$ cat config.mk
export PLATFORM = sky130hd
export DESIGN_NAME = tape_core
export DESIGN_NICKNAME = d
export VERILOG_FILES = /design/src/rtl/tape_pkg.sv /design/src/rtl/tape_fetch.sv /design/src/rtl/tape_exec.sv /design/src/rtl/tape_core.sv
export SDC_FILE = /design/constraint.sdc
export NUM_CORES = 1
export LEC_CHECK = 0
export CAP_MARGIN = 25
export CORE_ASPECT_RATIO = 1.2
export CORE_MARGIN = 2
export CORE_UTILIZATION = 50
export CTS_BUF_LIST = sky130_fd_sc_hd__clkbuf_16
export CTS_CLUSTER_DIAMETER = 30
export DETAILED_ROUTE_END_ITERATION = 10
export GPL_TIMING_DRIVEN = 0
export PLACE_DENSITY = 0.77
export SLEW_MARGIN = 0
export SYNTH_ARGS = -nofsm -noshare
export SYNTH_HDL_FRONTEND = slang
export SYNTH_SLANG_ARGS = --single-unit
$ cat constraint.sdc
create_clock -name clk -period 3.4 [get_ports clk]
set_clock_uncertainty 0.15 [all_clocks]
set_input_delay 0.34 -clock clk [delete_from_list [all_inputs] [get_ports clk]]
set_output_delay 0.34 -clock clk [all_outputs]
set_load 0.05 [all_outputs]
$ cat src/rtl/tape_pkg.sv
package tape_pkg;

  typedef enum logic [3:0] {
    OP_NOP  = 4'h0,
    OP_PINC = 4'h1,
    OP_PDEC = 4'h2,
    OP_CINC = 4'h3,
    OP_CDEC = 4'h4,
    OP_OUT  = 4'h5,
    OP_IN   = 4'h6,
    OP_JFWD = 4'h7,
    OP_JBWD = 4'h8,
    OP_HALT = 4'h9,
    OP_LOAD = 4'hA
  } tape_op_e;

  localparam int INSTR_W = 16;
  localparam int OPC_W   = 4;
  localparam int OFF_W   = 8;

endpackage

$ cat src/rtl/tape_fetch.sv
module tape_fetch
  import tape_pkg::*;
#(
  parameter int PC_W = 16
) (
  input  logic                clk,
  input  logic                rst_n,
  input  logic                fetch_go,
  input  logic                redirect,
  input  logic [PC_W-1:0]     redirect_pc,
  input  logic                retire,
  input  logic [INSTR_W-1:0]  imem_rdata,
  output logic [PC_W-1:0]     pc,
  output logic                ir_valid,
  output logic [OPC_W-1:0]    ir_op,
  output logic [OFF_W-1:0]    ir_off,
  output logic [PC_W-1:0]     ir_pc
);

  localparam logic [PC_W-1:0] STEP = PC_W'(2);

  logic [PC_W-1:0]  pc_q, pc_d;
  logic             vld_q, vld_d;
  logic [OPC_W-1:0] op_q;
  logic [OFF_W-1:0] off_q;
  logic [PC_W-1:0]  ipc_q;
  logic             ir_load;
  logic             unused_nibble;

  assign unused_nibble = ^imem_rdata[3:0];

  always_comb begin
    pc_d    = pc_q;
    vld_d   = vld_q;
    ir_load = 1'b0;
    if (redirect) begin
      pc_d  = redirect_pc;
      vld_d = 1'b0;
    end else if (fetch_go) begin
      ir_load = 1'b1;
      vld_d   = 1'b1;
      pc_d    = pc_q + STEP;
    end else if (retire) begin
      vld_d = 1'b0;
    end
  end

  always_ff @(posedge clk or negedge rst_n) begin
    if (!rst_n) begin
      pc_q  <= '0;
      vld_q <= 1'b0;
      op_q  <= '0;
      off_q <= '0;
      ipc_q <= '0;
    end else begin
      pc_q  <= pc_d;
      vld_q <= vld_d;
      if (ir_load) begin
        op_q  <= imem_rdata[7:4];
        off_q <= imem_rdata[15:8];
        ipc_q <= pc_q;
      end
    end
  end

  assign pc       = pc_q;
  assign ir_valid = vld_q;
  assign ir_op    = op_q;
  assign ir_off   = off_q;
  assign ir_pc    = ipc_q;


  pc_even_chk: assert property (@(posedge clk) disable iff (!rst_n)
    pc_q[0] == 1'b0);


  pc_step_chk: assert property (@(posedge clk) disable iff (!rst_n)
    (fetch_go && !redirect) |=> (pc_q == $past(pc_q) + STEP));


  flush_chk: assert property (@(posedge clk) disable iff (!rst_n)
    redirect |=> !vld_q);

endmodule

$ cat src/rtl/tape_exec.sv
module tape_exec
  import tape_pkg::*;
#(
  parameter int PC_W   = 16,
  parameter int PTR_W  = 16,
  parameter int CELL_W = 8
) (
  input  logic               clk,
  input  logic               rst_n,
  input  logic               enable,
  input  logic               ir_valid,
  input  logic [OPC_W-1:0]   ir_op,
  input  logic [OFF_W-1:0]   ir_off,
  input  logic [PC_W-1:0]    ir_pc,
  output logic               retire,
  output logic               redirect,
  output logic [PC_W-1:0]    redirect_pc,
  output logic               halt_now,
  output logic [PTR_W-1:0]   cmem_addr,
  input  logic [CELL_W-1:0]  cmem_rdata,
  output logic               cmem_we,
  output logic [CELL_W-1:0]  cmem_wdata,
  input  logic               in_empty,
  input  logic [CELL_W-1:0]  in_data,
  output logic               in_pop,
  input  logic               out_full,
  output logic [CELL_W-1:0]  out_data,
  output logic               out_push,
  output logic               halted,
  output logic               invalid_op,
  output logic               wait_input
);

  localparam logic [PTR_W-1:0]  PTR_ONE  = PTR_W'(1);
  localparam logic [CELL_W-1:0] CELL_ONE = CELL_W'(1);

  logic [PTR_W-1:0]  ptr_q, ptr_d;
  logic [CELL_W-1:0] cell_q, cell_d;
  logic              reload_q, reload_d;
  logic              halted_q, halted_d;
  logic              inval_q, inval_d;
  logic              active;
  logic              cell_zero;

  assign active    = enable & ~halted_q;
  assign cell_zero = (cell_q == '0);

  always_comb begin
    ptr_d       = ptr_q;
    cell_d      = cell_q;
    reload_d    = reload_q;
    halted_d    = halted_q;
    inval_d     = inval_q;
    retire      = 1'b0;
    redirect    = 1'b0;
    redirect_pc = ir_pc;
    halt_now    = 1'b0;
    cmem_we     = 1'b0;
    in_pop      = 1'b0;
    out_push    = 1'b0;
    wait_input  = 1'b0;
    if (active) begin
      if (reload_q) begin
        cell_d   = cmem_rdata;
        reload_d = 1'b0;
      end else if (ir_valid) begin
        case (ir_op)
          OP_NOP: retire = 1'b1;
          OP_PINC, OP_PDEC: begin
            retire   = 1'b1;
            cmem_we  = 1'b1;
            reload_d = 1'b1;
            ptr_d    = (ir_op == OP_PINC) ? ptr_q + PTR_ONE : ptr_q - PTR_ONE;
          end
          OP_CINC: begin
            retire = 1'b1;
            cell_d = cell_q + CELL_ONE;
          end
          OP_CDEC: begin
            retire = 1'b1;
            cell_d = cell_q - CELL_ONE;
          end
          OP_OUT: begin
            if (!out_full) begin
              retire   = 1'b1;
              out_push = 1'b1;
            end
          end
          OP_IN: begin
            if (in_empty) begin
              wait_input = 1'b1;
            end else begin
              retire = 1'b1;
              in_pop = 1'b1;
              cell_d = in_data;
            end
          end
          OP_JFWD: begin
            retire      = 1'b1;
            redirect    = cell_zero;
            redirect_pc = ir_pc + PC_W'(ir_off);
          end
          OP_JBWD: begin
            retire      = 1'b1;
            redirect    = ~cell_zero;
            redirect_pc = ir_pc - PC_W'(ir_off);
          end
          OP_HALT: begin
            retire   = 1'b1;
            halt_now = 1'b1;
            halted_d = 1'b1;
            cmem_we  = 1'b1;
          end
          OP_LOAD: begin
            retire = 1'b1;
            cell_d = cmem_rdata;
          end
          default: begin
            retire  = 1'b1;
            inval_d = 1'b1;
          end
        endcase
      end
    end
  end

  always_ff @(posedge clk or negedge rst_n) begin
    if (!rst_n) begin
      ptr_q    <= '0;
      cell_q   <= '0;
      reload_q <= 1'b1;
      halted_q <= 1'b0;
      inval_q  <= 1'b0;
    end else begin
      ptr_q    <= ptr_d;
      cell_q   <= cell_d;
      reload_q <= reload_d;
      halted_q <= halted_d;
      inval_q  <= inval_d;
    end
  end

  assign cmem_addr  = ptr_q;
  assign cmem_wdata = cell_q;
  assign out_data   = cell_q;
  assign halted     = halted_q;
  assign invalid_op = inval_q;


  halt_sticky_chk: assert property (@(posedge clk) disable iff (!rst_n)
    halted_q |=> halted_q);


  invalid_sticky_chk: assert property (@(posedge clk) disable iff (!rst_n)
    inval_q |=> inval_q);


  ptr_writeback_chk: assert property (@(posedge clk) disable iff (!rst_n)
    (ptr_q != $past(ptr_q)) |-> $past(cmem_we));


  ptr_reload_chk: assert property (@(posedge clk) disable iff (!rst_n)
    (ptr_q != $past(ptr_q)) |-> !retire);

endmodule

$ cat src/rtl/tape_core.sv
module tape_core
  import tape_pkg::*;
#(
  parameter int PC_W   = 16,
  parameter int PTR_W  = 16,
  parameter int CELL_W = 8
) (
  input  logic               clk,
  input  logic               rst_n,
  input  logic               enable,
  output logic [PC_W-1:0]    imem_addr,
  input  logic [INSTR_W-1:0] imem_rdata,
  output logic [PTR_W-1:0]   cmem_addr,
  input  logic [CELL_W-1:0]  cmem_rdata,
  output logic               cmem_we,
  output logic [CELL_W-1:0]  cmem_wdata,
  input  logic               in_empty,
  input  logic [CELL_W-1:0]  in_data,
  output logic               in_pop,
  input  logic               out_full,
  output logic [CELL_W-1:0]  out_data,
  output logic               out_push,
  output logic [PC_W-1:0]    pc,
  output logic               terminated,
  output logic               invalid_op,
  output logic               wait_input
);

  logic             rst_meta_q, rst_sync_q;
  logic             fetch_go, redirect, retire, halt_now;
  logic [PC_W-1:0]  redirect_pc, ir_pc;
  logic             ir_valid;
  logic [OPC_W-1:0] ir_op;
  logic [OFF_W-1:0] ir_off;

  always_ff @(posedge clk or negedge rst_n) begin
    if (!rst_n) begin
      rst_meta_q <= 1'b0;
      rst_sync_q <= 1'b0;
    end else begin
      rst_meta_q <= 1'b1;
      rst_sync_q <= rst_meta_q;
    end
  end

  assign fetch_go = enable & ~terminated & ~halt_now & (~ir_valid | retire);

  tape_fetch #(.PC_W(PC_W)) u_fetch (
    .clk         (clk),
    .rst_n       (rst_sync_q),
    .fetch_go    (fetch_go),
    .redirect    (redirect),
    .redirect_pc (redirect_pc),
    .retire      (retire),
    .imem_rdata  (imem_rdata),
    .pc          (pc),
    .ir_valid    (ir_valid),
    .ir_op       (ir_op),
    .ir_off      (ir_off),
    .ir_pc       (ir_pc)
  );

  tape_exec #(.PC_W(PC_W), .PTR_W(PTR_W), .CELL_W(CELL_W)) u_exec (
    .clk         (clk),
    .rst_n       (rst_sync_q),
    .enable      (enable),
    .ir_valid    (ir_valid),
    .ir_op       (ir_op),
    .ir_off      (ir_off),
    .ir_pc       (ir_pc),
    .retire      (retire),
    .redirect    (redirect),
    .redirect_pc (redirect_pc),
    .halt_now    (halt_now),
    .cmem_addr   (cmem_addr),
    .cmem_rdata  (cmem_rdata),
    .cmem_we     (cmem_we),
    .cmem_wdata  (cmem_wdata),
    .in_empty    (in_empty),
    .in_data     (in_data),
    .in_pop      (in_pop),
    .out_full    (out_full),
    .out_data    (out_data),
    .out_push    (out_push),
    .halted      (terminated),
    .invalid_op  (invalid_op),
    .wait_input  (wait_input)
  );

  assign imem_addr = pc;


  freeze_chk: assert property (@(posedge clk) disable iff (!rst_sync_q)
    !enable |=> $stable(pc));


  halt_pc_chk: assert property (@(posedge clk) disable iff (!rst_sync_q)
    terminated |=> $stable(pc));

endmodule

Word-level counts from Yosys, hierarchy flattened
Cells that the tools add are included.
{"block": "op_classes", "n_reduce_logical": 13, "add_sub_neg": 7, "muxes": 50, "bitwise": 10, "eq_ne": 11}
{"operator": "16-bit 2-to-1 mux", "count": 6}
{"operator": "1-bit 2-to-1 mux", "count": 37}
{"operator": "16-bit case mux with 2 select lines", "count": 1}
{"operator": "8-bit case mux with 4 select lines", "count": 1}
{"operator": "8-bit 2-to-1 mux", "count": 3}
{"operator": "16-bit by 1-bit adder with 16-bit output (second input constant)", "count": 1}
{"operator": "16-bit by 2-bit adder with 16-bit output (second input constant)", "count": 1}
{"operator": "16-bit by 8-bit adder with 16-bit output", "count": 1}
{"operator": "4-bit by 3-bit == test with 1-bit output (second input constant)", "count": 4}
{"operator": "4-bit AND reduction", "count": 4}
{"operator": "16-bit by 1-bit subtractor with 16-bit output (second input constant)", "count": 1}
{"operator": "16-bit by 8-bit subtractor with 16-bit output", "count": 1}
{"operator": "4-bit == test (second input constant)", "count": 3}
{"operator": "11-bit OR reduction", "count": 1}
{"operator": "8-bit by 1-bit adder with 8-bit output (second input constant)", "count": 1}
{"operator": "4-bit by 2-bit == test with 1-bit output (second input constant)", "count": 2}
{"operator": "8-bit zero test", "count": 1}
{"operator": "8-bit by 1-bit subtractor with 8-bit output (second input constant)", "count": 1}
{"operator": "1-bit NOT", "count": 6}
{"operator": "5-bit nonzero test", "count": 1}
{"operator": "4-bit by 1-bit == test with 1-bit output (second input constant)", "count": 1}
{"operator": "4-bit zero test", "count": 1}
{"operator": "1-bit case mux with 2 select lines", "count": 2}
{"operator": "2-bit nonzero test", "count": 2}
{"operator": "6 further kinds", "count": 8}
{"block": "totals", "word_cells": 103, "register_bits": 74}

Depth between registers and ports, before layout
{"block": "logic_depth", "word_depth": 10, "mapped_depth": 14, "ltp_nobuf": 13}

Modules after synthesis
Synthesis repeated with hierarchy kept, for this count alone.
{"block": "unflattened", "cells_unflattened": 634, "area_unflattened_um2": 5622.9}
{"module": "tape_exec", "area_each_um2": 3443.3, "cells_per_inst": 456, "seq_area_each_um2": 676.9, "instances": 1}
{"module": "tape_fetch", "area_each_um2": 1976.9, "cells_per_inst": 157, "seq_area_each_um2": 1126.1, "instances": 1}
{"module": "tape_core", "area_each_um2": 202.7, "cells_per_inst": 21, "seq_area_each_um2": 50.0, "instances": 1}

Worst setup path after synthesis
OpenSTA, ideal clock, no wires.
{"block": "synth_path", "path_type": "register -> register", "start": "register u_fetch.op_q[0] (netlist: u_fetch.ir_op[0])", "end": "register u_fetch.pc_q[10] (netlist: u_fetch.pc[10])", "period_less_slack_ns": 3.215, "stages_incl_launch_ff": 13, "setup_time_ns": 0.131, "setup_slack_ns": 0.185, "t_arrival_ns": 2.934, "path_cell_list": "dfrtp_1 > buf_2 > or3_1 > clkbuf_1 > mux2i_1 > fa_1 > a211oi_1 > o21ai_1 > a41oi_2 > nor2_1 > xnor2_1 > a21oi_1 > or3_1"}
{"block": "synth_via", "elab_chain_cells": 9}
{"element": "start, declared", "line": "tape_fetch.sv:24", "text": "logic [OPC_W-1:0] op_q;"}
{"element": "start signal, assigned", "line": "tape_fetch.sv:59", "text": "op_q <= imem_rdata[7:4];"}
{"element": "4-bit == test", "line": "tape_exec.sv:67", "text": "case (ir_op)"}
{"element": "1-bit 2-to-1 mux", "line": "tape_exec.sv:67"}
{"element": "1-bit 2-to-1 mux", "line": "tape_exec.sv:66", "text": "end else if (ir_valid) begin"}
{"element": "1-bit 2-to-1 mux", "line": "tape_exec.sv:63", "text": "if (reload_q) begin"}
{"element": "1-bit 2-to-1 mux", "line": "tape_exec.sv:62", "text": "if (active) begin"}
{"element": "1-bit NOT", "line": "tape_core.sv:46", "text": "assign fetch_go = enable & ~terminated & ~halt_now & (~ir_valid | retire);"}
{"element": "1-bit bitwise AND (2 in series)", "line": "tape_core.sv:46"}
{"element": "2-bit nonzero test (no line)"}
{"element": "end signal, assigned", "line": "tape_fetch.sv:56", "text": "pc_q <= pc_d;"}
{"element": "end, declared", "line": "tape_fetch.sv:22", "text": "logic [PC_W-1:0] pc_q, pc_d;"}
Several ways; a longest one is shown, not always the timed one.
A chain may end at the register's enable or synchronous reset.

Final worst setup path
{"block": "layout_path", "start": "register u_fetch.op_q[1] (netlist: u_fetch.ir_op[1])", "end": "register u_fetch.pc_q[7] (netlist: u_fetch.pc[7])"}
The elaborated chain is that of the path after synthesis.

==> reports/qor.yml <==
multi_input_comb_area_sq_um: 3400
max-slew-margin-rel: 0.543
drive_gt1_frac: 0.147
dieHeight_um: 120
ys_types: 69
grt_use_total: 0.256
io_buffers: 102
layout_common_cells: "nand2_1, clkdlybuf4s50_1, dfrtp_1"
gp_congestion: 0.929
grt-ovfl-total: 0
h-tree-depth: 3
initial_core_util: 0.510
grt_max_degree: 59
hp-class: "in2async"
postPlaceCellArea_sq_um: 6790
crit_start: "u_fetch.ir_op[1]"
vias: 5278
ys_seq_area_frac: 0.332
ant_nets: 0
synth_fp_nets: 738
stdcell_count: 920
num_rows: 42
ioPinCount: 107
fin_crit_ns: 3.36
crit_path_cell_trace: "buf_6 -> or3_4 -> buf_4 -> mux2i_2 -> ha_1 -> nor2b_1 -> o2111ai_1 -> nand2_1 -> a31oi_1 -> xor2_1 -> nand2_1 -> a32o_1"
ys_warn_count: 0
wire_per_inst_um: 16.6
status: "finished, final reports clean"
drt_iter0_markers: 342
wirelength_um: 15200
finalNetCount: 863
antenna_found_initial: 0
grt_pass1_wl_um: 24800
die_area_sq_um: 12000
synth-edff-count: 0
cts-root-buf: "clkbuf_16"
clk_pin_slew_worst_paths_ns: 0.06
crit_buf_inv: 2
synth-async-reset-ratio: 1.00
synthToLayoutAreaGrowth_pct: 30.9
cp_common_cell: "nand2_1"
via_per_inst: 5.74
finalSetupViolations: 0
post-route-cell-area_sq_um: 7300
clock_latency_ns: 0.33
cts-hold-fix-buffers: 0
min_period_over_period: 0.989
dp_cells: 893
seqCellArea_sq_um: 1860
rsz0062_at_grt: "yes"
path_depth: 12
slowest_stage: "dfrtp_1"
clk_path_buf_depth: 2
cts_buffers: 9
critPathTopFamily: "compound AO/OA/AOI/OAI gates"
syn_inst: 658
drc: 0
cp.arrival_ns: 3.43
setup_tns_ns: 0
synth_flop_cell: "dfrtp_1"
fp.coreArea_sq_um: 10900
r2r-start: "u_fetch.ir_op[1]"
die_width_um: 100
r2r_cells: 12
cts_num_sinks: 74
grt_pass1_vias: 5196
worst_pin_slew_ns: 0.678
cp.required_ns: 3.47
cp_slowest_stage_delay_ns: 0.43
synth_seq_cells: 74
antenna_cells: 0
startpoint_type: "flop"
syn_area_per_cell_sq_um: 8.47
maxCapViolations: 0
critPathCaptureType: "flop"
dpl.hpwl_um: 11200
syn_area_sq_um: 5580
final_common_cell: "nand2_1"
r2r-end: "u_fetch.pc[7]"
dr.pass1.iters: 7
cp-endpoint: "u_fetch.pc[7]"
fmax_ghz: 0.297
hold_violations: 0
slew_viol_final: 0
worstPathMaxFanout: 10
nFillCells: 948
cts_tree: "done"
r2r_slack_ns: 0.04
crit_type: "reg2reg"
==> how the worst min path moves through the flow <==
stage          startpoint                  end  slack, ns  cells after the start
6_report            rst_n           rst_sync_q       0.01                      1
5_1_grt             rst_n           rst_sync_q       0.02                      1
4_1_cts             rst_n           rst_sync_q      0.009                      1
3_5_place_dp   rst_sync_q  u_exec.cmem_addr[0]       0.05                      0
3_3_place_gp   rst_meta_q           rst_sync_q       0.19                      0
2_1_floorplan       rst_n           rst_meta_q      -0.11                      0
==> worst reg2reg max path: cells and delay by family, from the launching register on <==
family	cells	cell delay, ns
AO/OA/AOI/OAI	3	0.80
XOR/XNOR	1	0.18
adder cells (fa/ha/maj)	1	0.29
buffers and inverters	2	0.35
flip-flops	1	0.43
multiplexers	1	0.28
AND/OR/NAND/NOR	4	0.75
==> cell type report <==
cell class                      instances  area share
Buffer                                 49      0.0463
Tap cell                              132      0.0226
Multi-Input combinational cell        517       0.467
Clock buffer                            9      0.0309
Inverter                               18     0.00926
Sequential cell                        74       0.255
Clock inverter                          7      0.0149
Timing Repair Buffer                  114       0.155
==> logic make-up after synthesis <==
kind of cell	share of synthesized area
mux	0.0157
other cells	0.000673
simple gates	0.202
buf+inv	0.0705
xor+xnor	0.0660
fa+ha+maj	0.101
flops	0.332
compound gates	0.212
==> through the flow <==
step	setup slack, ns	hold slack (ns)	utilization
2_1_floorplan	0.185	-0.106	-
3_3_place_gp	-0.178	0.189	0.619
3_5_place_dp	-0.203	0.0465	0.621
4_1_cts	-0.0433	0.00918	0.654
5_1_grt	-0.0997	0.0155	0.668
6_report	0.0377	0.0128	0.668
==> routing by layer <==
layer / vias up / part of all wire / wire (um) / global-route usage
met5: - / 0 / 0 / 0
li1: 2564 / - / - / -
met4: 0 / 0.018 / 270 / 0.0908
met1: 2541 / 0.42 / 6460 / 0.318
met3: 22 / 0.040 / 615 / 0.0361
met2: 151 / 0.52 / 7890 / 0.451
==> repair_timing <==
item                                    in CTS  in global routing
gates resized for setup                     10                 25
buffers inserted                             0                 11
pin swaps                                    1                 14
endpoints found under the setup margin      13                 16
==> Yosys cell counts (all sizes together), types with 3 or more instances <==
| cell | count | share of area |
|---|---|---|
| nand4 | 5 | 0.0056 |
| a22oi | 8 | 0.011 |
| nor3 | 10 | 0.012 |
| nand3 | 16 | 0.014 |
| a21o | 14 | 0.019 |
| o21a | 6 | 0.0081 |
| dfrtp | 73 | 0.33 |
| fa | 3 | 0.011 |
| mux2 | 3 | 0.0061 |
| and4 | 3 | 0.0047 |
| buf | 44 | 0.055 |
| a211oi | 7 | 0.011 |
| a31oi | 7 | 0.0079 |
| ha | 40 | 0.090 |
| nand2b | 9 | 0.013 |
| o211ai | 4 | 0.0072 |
| xnor2 | 27 | 0.042 |
| o21ai | 64 | 0.058 |
| clkbuf | 5 | 0.0034 |
| mux2i | 5 | 0.0096 |
| a221oi | 3 | 0.0070 |
| and3 | 7 | 0.0079 |
| nor4 | 4 | 0.0045 |
| o22ai | 5 | 0.0056 |
| o21bai | 4 | 0.0054 |
| or3 | 10 | 0.011 |
| nand2 | 129 | 0.088 |
| a21oi | 45 | 0.042 |
| inv | 18 | 0.012 |
| nor2b | 7 | 0.0083 |
| nor2 | 30 | 0.023 |
| nand3b | 3 | 0.0040 |
| xor2 | 15 | 0.024 |
| a41oi | 3 | 0.0061 |
==> flip-flops by register name, summed over array words and instances (netlist names) <==
register           cells
u_fetch.ir_valid       1
u_fetch.ir_pc         16
u_fetch.pc            16
u_fetch.ir_off         8
u_exec.cmem_addr      16
u_fetch.ir_op          4
u_exec.invalid_op      1
u_exec.halted          1
u_exec.cmem_wdata      8
u_exec.reload_q        1
rst_sync_q             1
rst_meta_q             1
Power is not shown: default switching activity piles up to over one toggle a cycle in this logic, so the estimate is an artifact.
